[src/rtl/vrt_pkg.sv]
package vrt_pkg;

  localparam int ENTRY_W = 16;
  localparam int KEY_W   = 5;
  localparam int EW_W    = 2;
  localparam logic [EW_W-1:0] EW_DEFAULT = 2'd1;

  typedef struct packed {
    logic [KEY_W-1:0] key;
    logic [EW_W-1:0]  ew;
    logic             is_int;
    logic [6:0]       tgt;
    logic             vec;
    logic             pk;
  } entry_fields_t;

  // Field extraction for both word layouts.
  function automatic entry_fields_t unpack_entry(input logic [ENTRY_W-1:0] w,
                                                 input bit split);
    entry_fields_t f;
    f.key = w[4:0];
    f.ew  = w[6:5];
    f.vec = w[14];
    f.pk  = w[15];
    if (split) begin
      f.is_int = 1'b0;
      f.tgt    = w[13:7];
    end else begin
      f.is_int = w[7];
      f.tgt    = {1'b0, w[13:8]};
    end
    return f;
  endfunction

endpackage

[src/rtl/vrt_store.sv]
module vrt_store
  import vrt_pkg::*;
#(
  parameter int NUM_ENTRIES = 16,
  parameter int NUM_BANKS   = 1,
  localparam int IDX_W      = $clog2(NUM_ENTRIES),
  localparam int SLOTS      = NUM_BANKS * NUM_ENTRIES,
  localparam int SLOT_W     = $clog2(SLOTS)
) (
  input  logic                          clk,
  input  logic                          rst_n,
  input  logic                          wr_en,
  input  logic                          clr_en,
  input  logic [IDX_W-1:0]              idx,
  input  logic                          bank,
  input  logic [ENTRY_W-1:0]            wdata,
  input  logic [IDX_W-1:0]              rd_idx,
  input  logic                          rd_bank,
  output logic [ENTRY_W-1:0]            rd_data,
  output logic                          rd_valid,
  output logic [SLOTS-1:0][ENTRY_W-1:0] ent_o,
  output logic [SLOTS-1:0]              vld_o
);

  logic [SLOTS-1:0][ENTRY_W-1:0] ent_q, ent_d;
  logic [SLOTS-1:0]              vld_q, vld_d;
  logic [SLOT_W-1:0]             wslot, rslot;
  logic                          upd_en;

  // With a single bank the bank term multiplies to zero.
  always_comb begin
    wslot = SLOT_W'(idx) + SLOT_W'(bank) * SLOT_W'(NUM_ENTRIES);
    rslot = SLOT_W'(rd_idx) + SLOT_W'(rd_bank) * SLOT_W'(NUM_ENTRIES);
  end

  assign upd_en = wr_en | clr_en;

  always_comb begin
    ent_d = ent_q;
    vld_d = vld_q;
    if (wr_en) begin
      ent_d[wslot] = wdata;
      vld_d[wslot] = 1'b1;
    end
    if (clr_en) begin
      vld_d[wslot] = 1'b0;
    end
  end

  always_ff @(posedge clk or negedge rst_n) begin
    if (!rst_n) begin
      ent_q <= '0;
      vld_q <= '0;
    end else if (upd_en) begin
      ent_q <= ent_d;
      vld_q <= vld_d;
    end
  end

  assign ent_o    = ent_q;
  assign vld_o    = vld_q;
  assign rd_data  = ent_q[rslot];
  assign rd_valid = vld_q[rslot];

  // a plain write lands in the addressed slot one cycle later
  a_r2_write_lands: assert property (@(posedge clk) disable iff (!rst_n)
    (wr_en && !clr_en) |=> (vld_o[$past(wslot)] && ent_o[$past(wslot)] == $past(wdata)));

  // a clear (even together with a write) leaves the slot invalid
  a_r9_clear_wins: assert property (@(posedge clk) disable iff (!rst_n)
    clr_en |=> !vld_o[$past(wslot)]);

  // valid bits only move on a write or clear
  a_r1_valid_hold: assert property (@(posedge clk) disable iff (!rst_n)
    (!wr_en && !clr_en) |=> $stable(vld_o));

endmodule

[src/rtl/vrt_match.sv]
module vrt_match
  import vrt_pkg::*;
#(
  parameter int NUM_ENTRIES = 16,
  parameter int NUM_BANKS   = 1,
  parameter bit SPLIT_CLASS = 1'b0,
  parameter int PHYS_W      = 6,
  localparam int SLOTS      = NUM_BANKS * NUM_ENTRIES
) (
  input  logic                          clk,
  input  logic                          rst_n,
  input  logic [SLOTS-1:0][ENTRY_W-1:0] ent,
  input  logic [SLOTS-1:0]              vld,
  input  logic [KEY_W-1:0]              reg_num,
  input  logic                          is_int,
  output logic                          hit_o,
  output logic [PHYS_W-1:0]             idx_o,
  output logic                          vec_o,
  output logic [EW_W-1:0]               ew_o,
  output logic                          pk_o
);

  localparam int BANK_STRIDE = (NUM_BANKS > 1) ? NUM_ENTRIES : 0;

  logic [NUM_ENTRIES-1:0] hitv;
  entry_fields_t          fsel;
  logic                   any_hit;
  logic                   x0_guard;

  // Parallel compare against every entry of the selected bank.
  for (genvar e = 0; e < NUM_ENTRIES; e++) begin : g_cmp
    entry_fields_t f;
    logic          cls_ok;
    always_comb begin
      f      = unpack_entry(ent[(is_int ? BANK_STRIDE : 0) + e], SPLIT_CLASS);
      cls_ok = SPLIT_CLASS ? 1'b1 : (f.is_int == is_int);
      hitv[e] = vld[(is_int ? BANK_STRIDE : 0) + e] && (f.key == reg_num) && cls_ok;
    end
  end

  // Lowest-numbered matching slot wins.
  always_comb begin
    fsel = '0;
    for (int e = NUM_ENTRIES - 1; e >= 0; e--) begin
      if (hitv[e]) begin
        fsel = unpack_entry(ent[(is_int ? BANK_STRIDE : 0) + e], SPLIT_CLASS);
      end
    end
  end

  assign x0_guard = is_int && (reg_num == '0);
  assign any_hit  = (|hitv) && !x0_guard;

  always_comb begin
    if (any_hit) begin
      hit_o = 1'b1;
      idx_o = fsel.tgt[PHYS_W-1:0];
      vec_o = fsel.vec;
      ew_o  = fsel.ew;
      pk_o  = fsel.pk;
    end else begin
      hit_o = 1'b0;
      idx_o = PHYS_W'(reg_num);
      vec_o = 1'b0;
      ew_o  = EW_DEFAULT;
      pk_o  = 1'b0;
    end
  end

  // integer register zero is never redirected
  a_r7_x0_scalar: assert property (@(posedge clk) disable iff (!rst_n)
    (is_int && reg_num == '0) |-> (!hit_o && idx_o == '0 && !vec_o && !pk_o));

  // a miss passes the operand through as a default-width scalar
  a_r6_miss_passthru: assert property (@(posedge clk) disable iff (!rst_n)
    !hit_o |-> (idx_o == PHYS_W'(reg_num) && !vec_o && ew_o == 2'd1 && !pk_o));

  // a hit needs at least one valid entry somewhere in the table
  a_r5_hit_needs_valid: assert property (@(posedge clk) disable iff (!rst_n)
    hit_o |-> (vld != '0));

endmodule

[src/rtl/vreg_remap_table.sv]
module vreg_remap_table
  import vrt_pkg::*;
#(
  parameter int NUM_ENTRIES = 16,
  parameter int NUM_PORTS   = 3,
  parameter bit SPLIT_CLASS = 1'b0,
  localparam int IDX_W      = $clog2(NUM_ENTRIES),
  localparam int NUM_BANKS  = SPLIT_CLASS ? 2 : 1,
  localparam int PHYS_W     = SPLIT_CLASS ? 7 : 6,
  localparam int SLOTS      = NUM_BANKS * NUM_ENTRIES
) (
  input  logic                        clk,
  input  logic                        rst_n,
  input  logic                        cfg_wr_en,
  input  logic                        cfg_clr_en,
  input  logic [IDX_W-1:0]            cfg_idx,
  input  logic                        cfg_int,
  input  logic [ENTRY_W-1:0]          cfg_wdata,
  input  logic [IDX_W-1:0]            rd_idx,
  input  logic                        rd_int,
  output logic [ENTRY_W-1:0]          rd_data,
  output logic                        rd_valid,
  input  logic [NUM_PORTS*KEY_W-1:0]  lk_reg,
  input  logic [NUM_PORTS-1:0]        lk_int,
  output logic [NUM_PORTS-1:0]        lk_hit,
  output logic [NUM_PORTS*PHYS_W-1:0] lk_idx,
  output logic [NUM_PORTS-1:0]        lk_vec,
  output logic [NUM_PORTS*EW_W-1:0]   lk_ew,
  output logic [NUM_PORTS-1:0]        lk_pk
);

  logic [SLOTS-1:0][ENTRY_W-1:0] ent;
  logic [SLOTS-1:0]              vld;

  vrt_store #(
    .NUM_ENTRIES (NUM_ENTRIES),
    .NUM_BANKS   (NUM_BANKS)
  ) u_store (
    .clk      (clk),
    .rst_n    (rst_n),
    .wr_en    (cfg_wr_en),
    .clr_en   (cfg_clr_en),
    .idx      (cfg_idx),
    .bank     (cfg_int),
    .wdata    (cfg_wdata),
    .rd_idx   (rd_idx),
    .rd_bank  (rd_int),
    .rd_data  (rd_data),
    .rd_valid (rd_valid),
    .ent_o    (ent),
    .vld_o    (vld)
  );

  for (genvar p = 0; p < NUM_PORTS; p++) begin : g_port
    vrt_match #(
      .NUM_ENTRIES (NUM_ENTRIES),
      .NUM_BANKS   (NUM_BANKS),
      .SPLIT_CLASS (SPLIT_CLASS),
      .PHYS_W      (PHYS_W)
    ) u_match (
      .clk     (clk),
      .rst_n   (rst_n),
      .ent     (ent),
      .vld     (vld),
      .reg_num (lk_reg[p*KEY_W +: KEY_W]),
      .is_int  (lk_int[p]),
      .hit_o   (lk_hit[p]),
      .idx_o   (lk_idx[p*PHYS_W +: PHYS_W]),
      .vec_o   (lk_vec[p]),
      .ew_o    (lk_ew[p*EW_W +: EW_W]),
      .pk_o    (lk_pk[p])
    );
  end

endmodule

[config.mk]
export PLATFORM = sky130hd
export DESIGN_NAME = vreg_remap_table
export DESIGN_NICKNAME = d
export VERILOG_FILES = /design/src/rtl/vrt_pkg.sv /design/src/rtl/vrt_store.sv /design/src/rtl/vrt_match.sv /design/src/rtl/vreg_remap_table.sv
export SDC_FILE = /design/constraint.sdc
export NUM_CORES = 1
export LEC_CHECK = 0
export ABC_CLOCK_PERIOD_IN_PS = 6800
export BUFFER_PORTS_ARGS = -buffer_cell sky130_fd_sc_hd__buf_2
export CAP_MARGIN = 10
export CORE_AREA = 2 2 204 306
export CTS_BUF_LIST = sky130_fd_sc_hd__clkbuf_8
export DETAILED_ROUTE_END_ITERATION = 8
export DIE_AREA = 0 0 206 308
export SETUP_SLACK_MARGIN = 0.4
export SLEW_MARGIN = 20
export SYNTH_ARGS = -nofsm -noshare
export SYNTH_HDL_FRONTEND = slang
export SYNTH_SLANG_ARGS = --single-unit
[constraint.sdc]
create_clock -name clk -period 6.8 [get_ports clk]
set_input_delay 1.36 -clock clk [delete_from_list [all_inputs] [get_ports clk]]
set_output_delay 1.36 -clock clk [all_outputs]
set_load 0.1 [all_outputs]
==> impl_metrics.json <==
{
  "first_pass_iters": 6,
  "hold_viol": 0,
  "dp_hpwl_um": 78490,
  "grt_first_pass_wirelength_um": 143100,
  "hp-class": "reg -> reg",
  "drcViolationCount": 0,
  "post_cts_resized": 0,
  "pwr-share-comb_pct": 38.1,
  "avgSynthCellArea_um2": 10.20,
  "boundaryPins": 98,
  "ys_ff_latch": 272,
  "clk_transition_reported_paths_ps": 70,
  "cts_tree": "built",
  "crit_start": "lk_reg[13]",
  "clock-sinks": 272,
  "holdBufCountCts": 0,
  "fillers": 6059,
  "postCtsSetupRepairBufs": 0,
  "ys_seq_area_share_pct": 32.36,
  "crit_required_ps": 5440,
  "p_switching_mw": 3.180,
  "max-clock-path-buffers": 3,
  "wl_per_cell_um": 33.51,
  "worst_clock_skew_ps": 0,
  "max_freq_mhz": 156.1,
  "pwr-share-clk_pct": 24.2,
  "synthCells": 2063,
  "rows": 111,
  "htree_levels": 2,
  "end_kind": "output port",
  "clk_latency_ps": 650,
  "port_buffers": 95,
  "maxCapViolations": 0,
  "syn-num-nets": 2111,
  "worst_slew_margin_rel_pct": 25.56,
  "reg2reg_to": "u_store.vld_o[11]$_DFFE_PN0N_",
  "p_leak_nw": 9.389,
  "grt_pass1_vias": 19470,
  "status": "completed",
  "vias": 19170,
  "fin_crit_ps": 6407,
  "die-width_um": 206,
  "final_common_cell": "dfrtp_1",
  "internal-power_mw": 4.055,
  "regToRegSetupSlack_ps": 5810,
  "area_growth_syn_to_layout_pct": 12.92,
  "mostFrequentLayoutCells": "dfrtp_1 (272), mux2_2 (247), xnor2_1 (196), nor2_1 (125), buf_4 (123)",
  "nets": 2211,
  "reg2reg_depth": 1,
  "setup_viol": 0,
  "core_area_um2": 60830,
  "synth_edf_count": 0,
  "dr.first_iter.drc_count": 2233,
  "fin_crit_sh_pct": 94.22,
  "drt_wl_total_um": 100300,
  "die_area_um2": 63450,
  "slew_viol_final": 0,
  "cp-endpoint": "lk_pk[2]",
  "die_h_um": 308,
  "gp_congestion": 1.016,
  "start_util_pct": 34.58,
  "seqPwrFrac_pct": 37.7,
  "criticalPathCategory": "in -> out",
  "antenna_found_initial": 2,
  "r2r-start": "u_store.vld_o[11]$_DFFE_PN0N_",
  "grt-ovfl-total": 0,
  "ir_drop_mv": 0.1932,
  "async_reset_ff_share_pct": 100.0,
  "grt_max_degree": 104,
  "critical_path_peak_fanout": 14,
  "root_buffer": "clkbuf_8",
  "worst_slew_pin_slew_ps": 1112,
  "viasPerCell": 6.406,
  "switching_share_pct": 43.95,
  "grt.total_usage_pct": 31.74,
  "powerDensity_nw_per_um2": 304.6,
  "fin_setup_tns_ps": 0,
  "arrival_ps": 5050,
  "rsz0062_at_grt": "no",
  "ant_nets": 0,
  "whs_ps": 551.6,
  "start_kind": "input port",
  "syn_area_um2": 21030,
  "drive_above_1_share_pct": 30.59,
  "yosys_warnings": 0,
  "numCtsBuffers": 47,
  "synth.distinct_cells": 87,
  "synth_flop_cell": "dfrtp_1"
}
state kept, by name, summed over array words and instances (netlist names):
register	flops
u_store.ent_o	256
u_store.vld_o	16
layer usage:
| metal | GRT usage, % | part of all wire, % | wire length (um) |
|---|---|---|---|
| met1 | 35.62 | 35 | 35090 |
| met2 | 54.16 | 49 | 49370 |
| met3 | 4.353 | 6.3 | 6352 |
| met4 | 24.15 | 9.4 | 9458 |
| met5 | 0 | 0.013 | 13 |
how the worst min path moves through the flow:
stage                                         from                        endpoint  slack [ps]  cells past startpoint
detailed placement  u_store.ent_o[107]$_DFFE_PN0P_  u_store.ent_o[107]$_DFFE_PN0P_         540                      1
CTS                 u_store.ent_o[107]$_DFFE_PN0P_  u_store.ent_o[107]$_DFFE_PN0P_         550                      1
finish              u_store.ent_o[107]$_DFFE_PN0P_  u_store.ent_o[107]$_DFFE_PN0P_         550                      1
floorplan           u_store.ent_o[217]$_DFFE_PN0P_  u_store.ent_o[217]$_DFFE_PN0P_         490                      1
global placement    u_store.ent_o[107]$_DFFE_PN0P_  u_store.ent_o[107]$_DFFE_PN0P_         530                      1
global route        u_store.ent_o[107]$_DFFE_PN0P_  u_store.ent_o[107]$_DFFE_PN0P_         550                      1
critical path: stages:
cell and delay, ps:
buf_2 510, buf_4 290, xnor2_1 70, nand4_1 140
or2_1 420, nand3_1 500, a221o_1 420, a311oi_1 270
a21oi_1 140, nor3_1 300, buf_4 190, buf_2 420
synth_stat cells, drive strengths merged, types with 23 or more instances:
cell type	instances	area share [%]
dfrtp	272	32
mux2	247	13
xnor2	196	8.2
nor2	132	2.5
nand2	123	2.2
xor2	92	3.8
clkbuf	88	1.6
mux4	85	9.1
buf	78	2.8
nor3	69	1.8
a21oi	66	1.6
nand3	56	1.3
o21ai	56	1.4
nand4	45	1.4
o22ai	32	0.95
a211oi	29	1.0
a221oi	29	1.2
nor4	25	1.1
or3	23	0.68
cell type report:
| class | instances | area [um2] | share of cell area (%) |
|---|---|---|---|
| Sequential cell | 272 | 6807 | 28.66 |
| Tap cell | 791 | 989.7 | 4.167 |
| Inverter | 19 | 71.32 | 0.3003 |
| Timing Repair Buffer | 217 | 1526 | 6.427 |
| Antenna cell | 2 | 5.005 | 0.02107 |
| Clock inverter | 31 | 307.8 | 1.296 |
| Multi-Input combinational cell | 1606 | 13290 | 55.94 |
| Clock buffer | 55 | 757.0 | 3.187 |
through the flow:
step                area (um2)  total power [mW]  instances  setup WS [ps]  util, %
floorplan                21040             4.430       2063          675.3        -
global placement         22670             5.382       2905          542.5    37.27
detailed placement       22670             5.442       2905          549.3    37.27
CTS                      23740             7.212       2991          547.3    39.02
global route             23750             7.485       2992          430.7    39.04
finish                   23750             7.234       2993          392.8    39.04
power by group through the flow:
stage	registers, mW	logic, mW	clock network, mW
5_1_grt	2.77	2.86	1.85
4_1_cts	2.71	2.71	1.79
2_1_floorplan	2.43	2.00	0
3_3_place_gp	2.72	2.66	0
3_5_place_dp	2.73	2.71	0
6_report	2.73	2.75	1.75
kinds of logic (layout without fill, tap and decap cells):
family	count (synthesis)	in the layout	share of synthesized area [%]
and+or+nand+nor	566	566	14.02
AOI/OAI and AO/OA	412	412	14.19
muxes	340	340	22.72
xor gates and xnor gates	288	288	11.99
DFF	272	272	32.36
buffers and inverters	185	322	4.711
other	0	2	0
Note: power is estimated with default switching activity, not from simulation.
